[src/rtl/lnk_train_pkg.sv]
// Shared types for the link training controller.
// Assumes: one lane, one ordered set per rx_os_valid_i pulse.
package lnk_train_pkg;

    typedef enum logic [3:0] {
        ST_DET_QUIET,
        ST_DET_ACTIVE,
        ST_POLL_ACTIVE,
        ST_POLL_CONFIG,
        ST_CFG_LW_START,
        ST_CFG_LW_ACCEPT,
        ST_CFG_LN_WAIT,
        ST_CFG_COMPLETE,
        ST_CFG_IDLE,
        ST_L0,
        ST_DISABLED
    } lt_state_e;

    typedef enum logic [1:0] {
        TXK_NONE = 2'd0,
        TXK_TS1  = 2'd1,
        TXK_TS2  = 2'd2,
        TXK_IDL  = 2'd3
    } lt_txkind_e;

endpackage

[src/rtl/lt_event_counter.sv]
// Saturating event counter with synchronous clear.
// Assumes: clear wins over increment; the count holds at its maximum.
module lt_event_counter #(
    parameter int WIDTH = 11
) (
    input  logic             clk,
    input  logic             rst_n,
    input  logic             clr,
    input  logic             inc,
    output logic [WIDTH-1:0] count
);
    localparam logic [WIDTH-1:0] MAXV = {WIDTH{1'b1}};

    // count events, clearing on request and holding at the top
    always_ff @(posedge clk) begin
        if (!rst_n || clr)
            count <= '0;
        else if (inc && count != MAXV)
            count <= count + 1'b1;
    end
endmodule

[src/rtl/lt_timer.sv]
// Cycle timer that flags expiry after LIMIT cycles of run.
// Assumes: clr restarts the count; expired is high in the LIMIT-th run cycle.
module lt_timer #(
    parameter int LIMIT = 4096
) (
    input  logic clk,
    input  logic rst_n,
    input  logic clr,
    input  logic run,
    output logic expired
);
    localparam int TW = $clog2(LIMIT + 1);
    localparam logic [TW-1:0] LAST = TW'(LIMIT - 1);

    logic [TW-1:0] cnt_q;

    // count cycles while running
    always_ff @(posedge clk) begin
        if (!rst_n || clr)
            cnt_q <= '0;
        else if (run && cnt_q != LAST)
            cnt_q <= cnt_q + 1'b1;
    end

    assign expired = run && (cnt_q == LAST);
endmodule

[src/rtl/lnk_train_fsm.sv]
// Single-lane training and status controller for an upstream-facing port.
// Consumes decoded ordered-set events, electrical idle and transmit-done
// strobes; requests the ordered set to send with its link/lane fields.
// Assumes: counters hold sizes up to TS1_TX_MIN; all other thresholds are smaller.
module lnk_train_fsm
    import lnk_train_pkg::*;
#(
    parameter int FIELD_W     = 8,
    parameter int TS1_TX_MIN  = 1024,
    parameter int TS_RX_MIN   = 8,
    parameter int TS2_TX_MIN  = 16,
    parameter int CFG_CONSEC  = 2,
    parameter int CPL_CONSEC  = 8,
    parameter int IDL_RX_MIN  = 8,
    parameter int IDL_TX_MIN  = 16,
    parameter int DIS_CONSEC  = 2,
    parameter int TIMEOUT_CYC = 4096
) (
    input  logic               clk,
    input  logic               rst_n,
    input  logic               elec_idle_i,
    input  logic               rx_det_i,
    input  logic               rx_os_valid_i,
    input  logic               rx_os_is_ts2_i,
    input  logic               rx_os_link_pad_i,
    input  logic [FIELD_W-1:0] rx_os_link_i,
    input  logic               rx_os_lane_pad_i,
    input  logic [FIELD_W-1:0] rx_os_lane_i,
    input  logic               rx_os_inv_i,
    input  logic               rx_os_disable_i,
    input  logic               rx_idl_i,
    input  logic               tx_done_i,
    output logic [1:0]         tx_kind_o,
    output logic               tx_link_pad_o,
    output logic [FIELD_W-1:0] tx_link_o,
    output logic               tx_lane_pad_o,
    output logic [FIELD_W-1:0] tx_lane_o,
    output logic               rx_invert_o,
    output logic               link_up_o,
    output logic               disabled_o
);
    localparam int CW = $clog2(TS1_TX_MIN + 1);
    localparam logic [CW-1:0] C_TS1_TX = CW'(TS1_TX_MIN);
    localparam logic [CW-1:0] C_TS_RX  = CW'(TS_RX_MIN);
    localparam logic [CW-1:0] C_TS2_TX = CW'(TS2_TX_MIN);
    localparam logic [CW-1:0] C_CFG    = CW'(CFG_CONSEC);
    localparam logic [CW-1:0] C_CPL    = CW'(CPL_CONSEC);
    localparam logic [CW-1:0] C_IDL_RX = CW'(IDL_RX_MIN);
    localparam logic [CW-1:0] C_IDL_TX = CW'(IDL_TX_MIN);
    localparam logic [CW-1:0] C_DIS    = CW'(DIS_CONSEC);

    lt_state_e state_q, state_d;
    logic [FIELD_W-1:0] link_q, lane_q;
    logic inv_q;

    logic [CW-1:0] rx_cnt, tx_cnt, dis_cnt;
    logic rx_inc, rx_mismatch, tx_inc, adv;
    logic dis_match, dis_clr, timed, tmo;
    logic ev_ts1, ev_ts2;

    assign ev_ts1 = rx_os_valid_i && !rx_os_is_ts2_i;
    assign ev_ts2 = rx_os_valid_i &&  rx_os_is_ts2_i;

    // counting rules and exit condition for the current state
    always_comb begin
        rx_inc      = 1'b0;
        rx_mismatch = 1'b0;
        tx_inc      = 1'b0;
        adv         = 1'b0;
        unique case (state_q)
            ST_POLL_ACTIVE: begin
                rx_inc = ev_ts1;
                tx_inc = tx_done_i;
                adv    = (rx_cnt >= C_TS_RX) && (tx_cnt >= C_TS1_TX);
            end
            ST_POLL_CONFIG: begin
                rx_inc = ev_ts2;
                tx_inc = tx_done_i && (rx_cnt != '0);
                adv    = (rx_cnt >= C_TS_RX) && (tx_cnt >= C_TS2_TX);
            end
            ST_CFG_LW_START: begin
                rx_inc      = ev_ts1 && !rx_os_link_pad_i;
                rx_mismatch = rx_os_valid_i && !rx_inc;
                adv         = (rx_cnt >= C_CFG);
            end
            ST_CFG_LW_ACCEPT: begin
                rx_inc      = ev_ts1 && !rx_os_link_pad_i && !rx_os_lane_pad_i;
                rx_mismatch = rx_os_valid_i && !rx_inc;
                adv         = (rx_cnt >= C_CFG);
            end
            ST_CFG_LN_WAIT: begin
                rx_inc      = ev_ts2;
                rx_mismatch = rx_os_valid_i && !rx_inc;
                adv         = (rx_cnt >= C_CFG);
            end
            ST_CFG_COMPLETE: begin
                rx_inc      = ev_ts2;
                rx_mismatch = rx_os_valid_i && !rx_inc;
                adv         = (rx_cnt >= C_CPL);
            end
            ST_CFG_IDLE: begin
                rx_inc = rx_idl_i;
                tx_inc = tx_done_i && (rx_cnt != '0);
                adv    = (rx_cnt >= C_IDL_RX) && (tx_cnt >= C_IDL_TX);
            end
            default: ;
        endcase
    end

    assign timed = (state_q inside {ST_POLL_ACTIVE, ST_POLL_CONFIG, ST_CFG_LW_START,
                                    ST_CFG_LW_ACCEPT, ST_CFG_LN_WAIT, ST_CFG_COMPLETE,
                                    ST_CFG_IDLE});
    assign dis_match = ev_ts1 && rx_os_disable_i;
    assign dis_clr   = !(timed || state_q == ST_L0) || (rx_os_valid_i && !dis_match);

    // next-state selection: disable first, then timeout, then normal exits
    always_comb begin
        state_d = state_q;
        if ((timed || state_q == ST_L0) && dis_cnt >= C_DIS) begin
            state_d = ST_DISABLED;
        end else if (tmo) begin
            state_d = ST_DET_QUIET;
        end else begin
            unique case (state_q)
                ST_DET_QUIET:     if (!elec_idle_i) state_d = ST_DET_ACTIVE;
                ST_DET_ACTIVE:    state_d = rx_det_i ? ST_POLL_ACTIVE : ST_DET_QUIET;
                ST_POLL_ACTIVE:   if (adv) state_d = ST_POLL_CONFIG;
                ST_POLL_CONFIG:   if (adv) state_d = ST_CFG_LW_START;
                ST_CFG_LW_START:  if (adv) state_d = ST_CFG_LW_ACCEPT;
                ST_CFG_LW_ACCEPT: if (adv) state_d = ST_CFG_LN_WAIT;
                ST_CFG_LN_WAIT:   if (adv) state_d = ST_CFG_COMPLETE;
                ST_CFG_COMPLETE:  if (adv) state_d = ST_CFG_IDLE;
                ST_CFG_IDLE:      if (adv) state_d = ST_L0;
                default:          state_d = state_q;
            endcase
        end
    end

    // state register
    always_ff @(posedge clk) begin
        if (!rst_n) state_q <= ST_DET_QUIET;
        else        state_q <= state_d;
    end

    // polarity flag and captured link/lane numbers
    always_ff @(posedge clk) begin
        if (!rst_n || state_q == ST_DET_QUIET) begin
            inv_q  <= 1'b0;
            link_q <= '0;
            lane_q <= '0;
        end else begin
            if (state_q == ST_POLL_ACTIVE && ev_ts1 && rx_os_inv_i)
                inv_q <= 1'b1;
            if (state_q == ST_CFG_LW_START && rx_inc)
                link_q <= rx_os_link_i;
            if (state_q == ST_CFG_LW_ACCEPT && rx_inc)
                lane_q <= rx_os_lane_i;
        end
    end

    lt_event_counter #(.WIDTH(CW)) u_rx_cnt (
        .clk(clk), .rst_n(rst_n), .clr((state_d != state_q) || rx_mismatch),
        .inc(rx_inc), .count(rx_cnt));

    lt_event_counter #(.WIDTH(CW)) u_tx_cnt (
        .clk(clk), .rst_n(rst_n), .clr(state_d != state_q),
        .inc(tx_inc), .count(tx_cnt));

    lt_event_counter #(.WIDTH(CW)) u_dis_cnt (
        .clk(clk), .rst_n(rst_n), .clr(dis_clr),
        .inc(dis_match), .count(dis_cnt));

    lt_timer #(.LIMIT(TIMEOUT_CYC)) u_tmo (
        .clk(clk), .rst_n(rst_n), .clr(state_d != state_q),
        .run(timed), .expired(tmo));

    // transmit request decode
    always_comb begin
        tx_kind_o     = TXK_NONE;
        tx_link_pad_o = 1'b1;
        tx_lane_pad_o = 1'b1;
        tx_link_o     = link_q;
        tx_lane_o     = lane_q;
        unique case (state_q)
            ST_POLL_ACTIVE, ST_CFG_LW_START: tx_kind_o = TXK_TS1;
            ST_POLL_CONFIG:   tx_kind_o = TXK_TS2;
            ST_CFG_LW_ACCEPT: begin
                tx_kind_o     = TXK_TS1;
                tx_link_pad_o = 1'b0;
            end
            ST_CFG_LN_WAIT: begin
                tx_kind_o     = TXK_TS1;
                tx_link_pad_o = 1'b0;
                tx_lane_pad_o = 1'b0;
            end
            ST_CFG_COMPLETE: begin
                tx_kind_o     = TXK_TS2;
                tx_link_pad_o = 1'b0;
                tx_lane_pad_o = 1'b0;
            end
            ST_CFG_IDLE, ST_L0: tx_kind_o = TXK_IDL;
            default: ;
        endcase
    end

    assign rx_invert_o = inv_q;
    assign link_up_o   = (state_q == ST_L0);
    assign disabled_o  = (state_q == ST_DISABLED);
endmodule

[config.mk]
export PLATFORM = sky130hd
export DESIGN_NAME = lnk_train_fsm
export DESIGN_NICKNAME = d
export VERILOG_FILES = /design/src/rtl/lnk_train_pkg.sv /design/src/rtl/lt_event_counter.sv /design/src/rtl/lt_timer.sv /design/src/rtl/lnk_train_fsm.sv
export SDC_FILE = /design/constraint.sdc
export NUM_CORES = 1
export LEC_CHECK = 0
export ABC_AREA = 1
export BUFFER_PORTS_ARGS = -buffer_cell sky130_fd_sc_hd__buf_2
export CAP_MARGIN = 20
export CELL_PAD_IN_SITES_DETAIL_PLACEMENT = 0
export CELL_PAD_IN_SITES_GLOBAL_PLACEMENT = 1
export CORE_MARGIN = 2
export CORE_UTILIZATION = 47
export CTS_BUF_LIST = sky130_fd_sc_hd__clkbuf_8
export DETAILED_ROUTE_END_ITERATION = 6
export GPL_TIMING_DRIVEN = 1
export PLACE_DENSITY_LB_ADDON = 0.1
export SYNTH_ARGS = -nofsm -noshare
export SYNTH_HDL_FRONTEND = slang
export SYNTH_SLANG_ARGS = --single-unit
[constraint.sdc]
create_clock -name clk -period 3 [get_ports clk]
set_input_delay 0.15 -clock clk [delete_from_list [all_inputs] [get_ports clk]]
set_output_delay 0.15 -clock clk [all_outputs]
set_load 0.03 [all_outputs]
Word level (Yosys, flattened, before mapping)
Cells that the tools add are included.
- $add $sub $neg: 4
- magnitude comparators: 5
- equal/unequal tests: 16
- mux-type cells: 19
- reduce and logical (&&, ||, !) cells: 49
- operator list (operator ; count):
    2-to-1 mux 4 bit ; 10
    case mux 4 bit (9 select lines) ; 1
    adder 11 x 1 -> 11 bit (second input constant) ; 3
    inequality test 11 bit (second input constant) ; 3
    >= comparator 11 x 2 -> 1 bit (second input constant) ; 2
    logical AND 1 bit ; 22
    == test 4 x 3 -> 1 bit (second input constant) ; 4
    adder 13 x 1 -> 13 bit (second input constant) ; 1
    == test 13 x 12 -> 1 bit (second input constant) ; 1
    inequality test 13 x 12 -> 1 bit (second input constant) ; 1
    == test 4 bit (second input constant) ; 3
    >= comparator 11 bit (second input constant) ; 1
    >= comparator 11 x 4 -> 1 bit (second input constant) ; 1
    >= comparator 11 x 5 -> 1 bit (second input constant) ; 1
    nonzero test 11 bit ; 1
    zero test 1 bit ; 9
    OR reduction 3 bit ; 3
    == test 4 x 2 -> 1 bit (second input constant) ; 2
    OR reduction 2 bit ; 4
    logical OR 1 bit ; 7
    nonzero test 7 bit ; 1
    case mux 2 bit (3 select lines) ; 1
    case mux 1 bit (5 select lines) ; 1
    == test 4 x 1 -> 1 bit (second input constant) ; 1
    8 further kinds ; 9
- bits in registers: 67
- bits of input ports: 28
- output and inout bits: 23
- word-level logic and storage cells: 101

Logic depth before layout (Yosys ltp)
- word-level depth: 10
- mapped depth: 19
- gate-level depth less buffers: 17

By module
From an unflattened synthesis, not the netlist that was laid out.
- cell total of the unflattened synthesis: 607
- area total of the unflattened synthesis: 3883.7 um^2
- modules (own cells, without submodules) (module ; instances ; cells each ; area an instance (um^2)):
    lt_event_counter ; 3 ; 93 ; 614.3
    lnk_train_fsm ; 1 ; 218 ; 1311.3
    lt_timer ; 1 ; 110 ; 729.4

Worst setup path after synthesis
No wires, ideal clock.
- kind: reg-to-reg
- start point: register state_q[3]
- end point: register u_tmo.cnt_q[1]
- setup time: 0.061 ns
- arrival: 1.859 ns
- data required time: 2.939 ns
- slack: 1.079 ns
- cell stages (with the launch flop): 16
- path buffers: 1
- cell sequence: dfxtp_1 > inv_2 > nand3_2 > nand2_4 > nor2_8 > o21ai_4 > nand2_4 > nand2_2 > a21oi_2 > nand2_1 > nand2_1 > nand3_2 > nor2_4 > nand2_4 > buf_12 > nor2_4
- longest elaborated chain between the ends: 9
- elaborated cells between the ends (all ways): 31
- ends and longest elaborated chain (item ; line ; RTL):
    start, declared ; lnk_train_fsm.sv:52 ; lt_state_e state_q, state_d;
    start signal, assigned ; lnk_train_fsm.sv:142 ; else state_q <= state_d;
    == test 4 x 3 -> 1 bit, or another cell as far along ; lnk_train_fsm.sv:70, lnk_train_fsm.sv:110, lnk_train_fsm.sv:124 ;
    OR reduction 3 bit (no line) / OR reduction 2 bit (equally long branches) ; - ;
    case mux 1 bit (4 select lines) ; lnk_train_fsm.sv:70 ; unique case (state_q)
    2-to-1 mux 4 bit, or another cell as far along ; lnk_train_fsm.sv:133 ; ST_CFG_IDLE: if (adv) state_d = ST_L0;
    case mux 4 bit (9 select lines) ; lnk_train_fsm.sv:124 ; unique case (state_q)
    2-to-1 mux 4 bit ; lnk_train_fsm.sv:121 ; end else if (tmo) begin
    2-to-1 mux 4 bit ; lnk_train_fsm.sv:119 ; if ((timed || state_q == ST_L0) && dis_cnt >= C_DIS) begin
    inequality test 4 bit ; lnk_train_fsm.sv:174 ; .clk(clk), .rst_n(rst_n), .clr(state_d != state_q),
    logical OR 1 bit ; lt_timer.sv:19 ; if (!rst_n || clr)
    end signal, assigned ; lt_timer.sv:22 ; cnt_q <= cnt_q + 1'b1;
    end, declared ; lt_timer.sv:15 ; logic [TW-1:0] cnt_q;
Parallel ways exist; a longest one is shown, timed or not.
A chain may end at the register's enable or synchronous reset.

Worst setup path after layout
- start point: register state_q[1]
- end point: register u_tmo.cnt_q[0]
The elaborated chain is that of the path after synthesis.

==> results by group <==
Global route
  – Vias in the first global route: 3023
  – Tot GR Track Use: 18.74%
  – Largest net degree at the start of global routing: 24
  – Total grt overflow: 0
  – First-pass GRT wire length: 13540 um
  – Initial antenna violation count: 0

Floorplan
  – Core footprint: 8175 um^2
  – Initial core utilization: 48.36%
  – Core Rows: 33
  – Die area: 9162 um^2
  – Die width: 95.72 um
  – Die Y: 95.72 um
  – # IOs: 51

Cells and area
  – Nets@finish: 634
  – Proportion of layout cells with a drive suffix above 1: 23.05%
  – Layout area overhead: 12.50%
  – Most common cell after layout, fill and taps aside: nand2_1
  – Antenna Diode Count: 0
  – Final std cells w/o fill: 708
  – Commonest non-fill, non-tap cells in the layout: nand2_1 (114), inv_1 (93), dfxtp_1 (67)

Synth
  – Post-synthesis mux area share: 0.5380%
  – Synth Area in Simple Gates: 37.82%
  – Async SR Flop Fraction: 0%
  – Commonest register cell after synthesis: dfxtp_1
  – Synth Area in XOR/XNOR: 5.538%
  – Distinct cells, synth: 40
  – Register area share after synthesis: 33.92%
  – Post-Syn Nets: 578
  – Fraction of the mapped netlist area in adder cells: 2.532%
  – Largest family of logic cells by synthesized area: simple AND/OR/NAND/NOR gates
  – Netlist Area Pre-Place: 3954 um^2
  – #FFs+latches synth: 67
  – Mapped Cells: 542
  – Post-synth EDFFs: 0
  – Synth Area in Compound Gates: 8.797%
  – Yosys warnings: 0
  – Syn Area/Cell: 7.295 um^2

Setup path
  – Arr. time, crit path: 2.81 ns
  – Required time worst endpoint: 3.20 ns
  – Worst path max stage delay: 0.61 ns
  – CP Cell Sequence: nand2_1 -> inv_1 -> nand2_1 -> nand2_1 -> nand2_1 -> nand3_2 -> nand2_4 -> nand2_1 -> nand2_1 -> nand3_1 -> nand2_1 -> nand2_1 -> nand2_1 -> nand2_1 -> inv_1 -> nand2_4 -> nor2_1
  – Crit start category: register
  – Crit end category: register
  – CP Class: reg -> reg
  – Critical-path top delay cell: dfxtp_1
  – Crit-path max FO: 23
  – Crit-path most repeated cell: nand2_1

Power
  – Peak VDD IR: 0.2223 mV
  – P_leak: 1.836 nW
  – Pwr Density: 380.5 nW/um^2

Placed design
  – Post-Place Cells: 692
  – Placer congestion estimate: 0.9235
  – Port Buffers: 50
  – DP Wirelength: 6392 um

Clock tree
  – Register clock-pin slew on the reported worst setup and hold paths: 0.08 ns
  – TritonCTS clock tree: yes
  – H-tree Lvls: 3
  – Sink Count: 67
  – Skew-Pair Late Insertion Delay: 0.34 ns
  – Num CTS Buffers: 9
  – Postcts setup bufs: 0
  – Number of gates resized after CTS: 0
  – CTS max path bufs: 2
  – CTS root buffer: clkbuf_8
  – # hold bufs at CTS: 0

Detailed routing
  – Starting DRT DRC Count: 137
  – Routed len/inst: 11.73 um
  – Post-route ant nets: 0
  – Pre-Repair DR Iteration Count: 4
  – Post-route DRC: 0
  – DR vias: 3391
  – DR vias/cell: 4.790
  – Drt total wl: 8305 um

STA
  – Final Hold Fails: 0
  – Setup TNS: 0 ns
  – Tcrit/Tclk final: 87.20%
  – WHS: 0.04721 ns
  – Layout Skew: 0.01383 ns
  – Setup Viol. Count Final: 0
  – Least-Margin Pin Slew: 0.6267 ns
  – Fin crit period: 2.616 ns
  – Max-slew headroom: 58.18%
  – Max Slew Vio Count: 0
  – RSZ-0062 raised after global routing: no
  – Fmax: 382.3 MHz

Worst hold path
  – Hold WC Path Type: in -> reg

Status
  – Status: finished, final reports clean

Job
  – Max cap viols: 0
## per-stage QoR
step | total power, mW | worst slack [ns] | utilization [%] | area [um^2]
6_report | 1.692 | 0.3841 | 54.41 | 4448
5_1_grt | 1.763 | 0.1185 | 54.41 | 4448
2_1_floorplan | 1.033 | 1.079 | - | 3954
3_5_place_dp | 1.056 | 0.4073 | 52.30 | 4275
3_3_place_gp | 1.056 | 0.3974 | 52.30 | 4275
4_1_cts | 1.721 | 0.3982 | 54.41 | 4448
## layout make-up
| type | count | area, um^2 |
|---|---|---|
| Tap cell | 105 | 131.4 |
| Clock inverter | 5 | 21.27 |
| Inverter | 97 | 369.1 |
| Sequential cell | 67 | 1341 |
| Multi-Input combinational cell | 373 | 2183 |
| Fill cell | 831 | 3727 |
| Clock buffer | 11 | 151.4 |
| Timing Repair Buffer | 50 | 250.2 |
## metal layers
layer	wire length [um]	vias to the layer above	track usage, %
met5	0	-	0
met4	40	0	7.262
met3	327	2	3.837
met2	3883	51	30.13
met1	4054	1540	24.69
li1	-	1798	-
## where the power goes
part,internal [mW],switching (mW)
combinational,0.0368,0.0988
sequential,0.892,0.00596
clock,0.334,0.325
## cell usage after synthesis, types with 2 or more instances
cell / instances / area [um^2]
nand2_2: 5 / 31.28
nand2_4: 6 / 67.56
nand3_1: 20 / 100.1
inv_1: 90 / 337.8
nand3_2: 6 / 60.06
nand4_1: 8 / 50.05
nor2_1: 58 / 217.7
nor2_2: 15 / 93.84
ha_1: 8 / 100.1
buf_12: 2 / 40.04
nor4_1: 4 / 25.02
a21oi_1: 32 / 160.2
nor3_2: 3 / 30.03
xnor2_1: 6 / 52.55
nor3b_1: 2 / 15.01
inv_2: 5 / 18.77
nand2_1: 114 / 427.9
nand4_2: 2 / 25.02
dfxtp_1: 67 / 1341
a21oi_2: 2 / 17.52
xor2_1: 19 / 166.4
a31oi_1: 3 / 18.77
nor2_8: 2 / 40.04
o21ai_0: 18 / 90.09
nor2_4: 24 / 270.3
nor3_1: 7 / 35.03
## cells by family (layout without fill, tap and decap cells)
kind of cell	count (synthesis)	in the layout
AOI/OAI and AO/OA	61	61
xor gates and xnor gates	25	25
adders and majority gates	8	8
buffers and inverters	102	163
DFF	67	67
muxes	2	2
and+or+nand+nor	277	277
## worst max-delay path, delay by kind of cell, from the launching register on
kind          cells  cell delay [ns]
buf+inv           2             0.22
simple gates     15             1.65
flops             1             0.61
## flip-flops by register name, indices dropped and copies added, names as in the netlist
name,count
u_rx_cnt.count,11
tx_lane_o,8
u_tx_cnt.count,11
rx_invert_o,1
u_dis_cnt.count,11
state_q,4
tx_link_o,8
u_tmo.cnt_q,13
## path summary, 6_finish.rpt
check             startpoint             end  slack [ns]  depth (start not counted)
min reg2reg     tx_link_o[3]    tx_link_o[3]        0.46                          2
min          rx_os_lane_i[3]    tx_lane_o[3]        0.05                          3
max               state_q[1]  u_tmo.cnt_q[0]        0.38                         17
max reg2reg       state_q[1]  u_tmo.cnt_q[0]        0.38                         17
(Power assumes the default switching activity.)
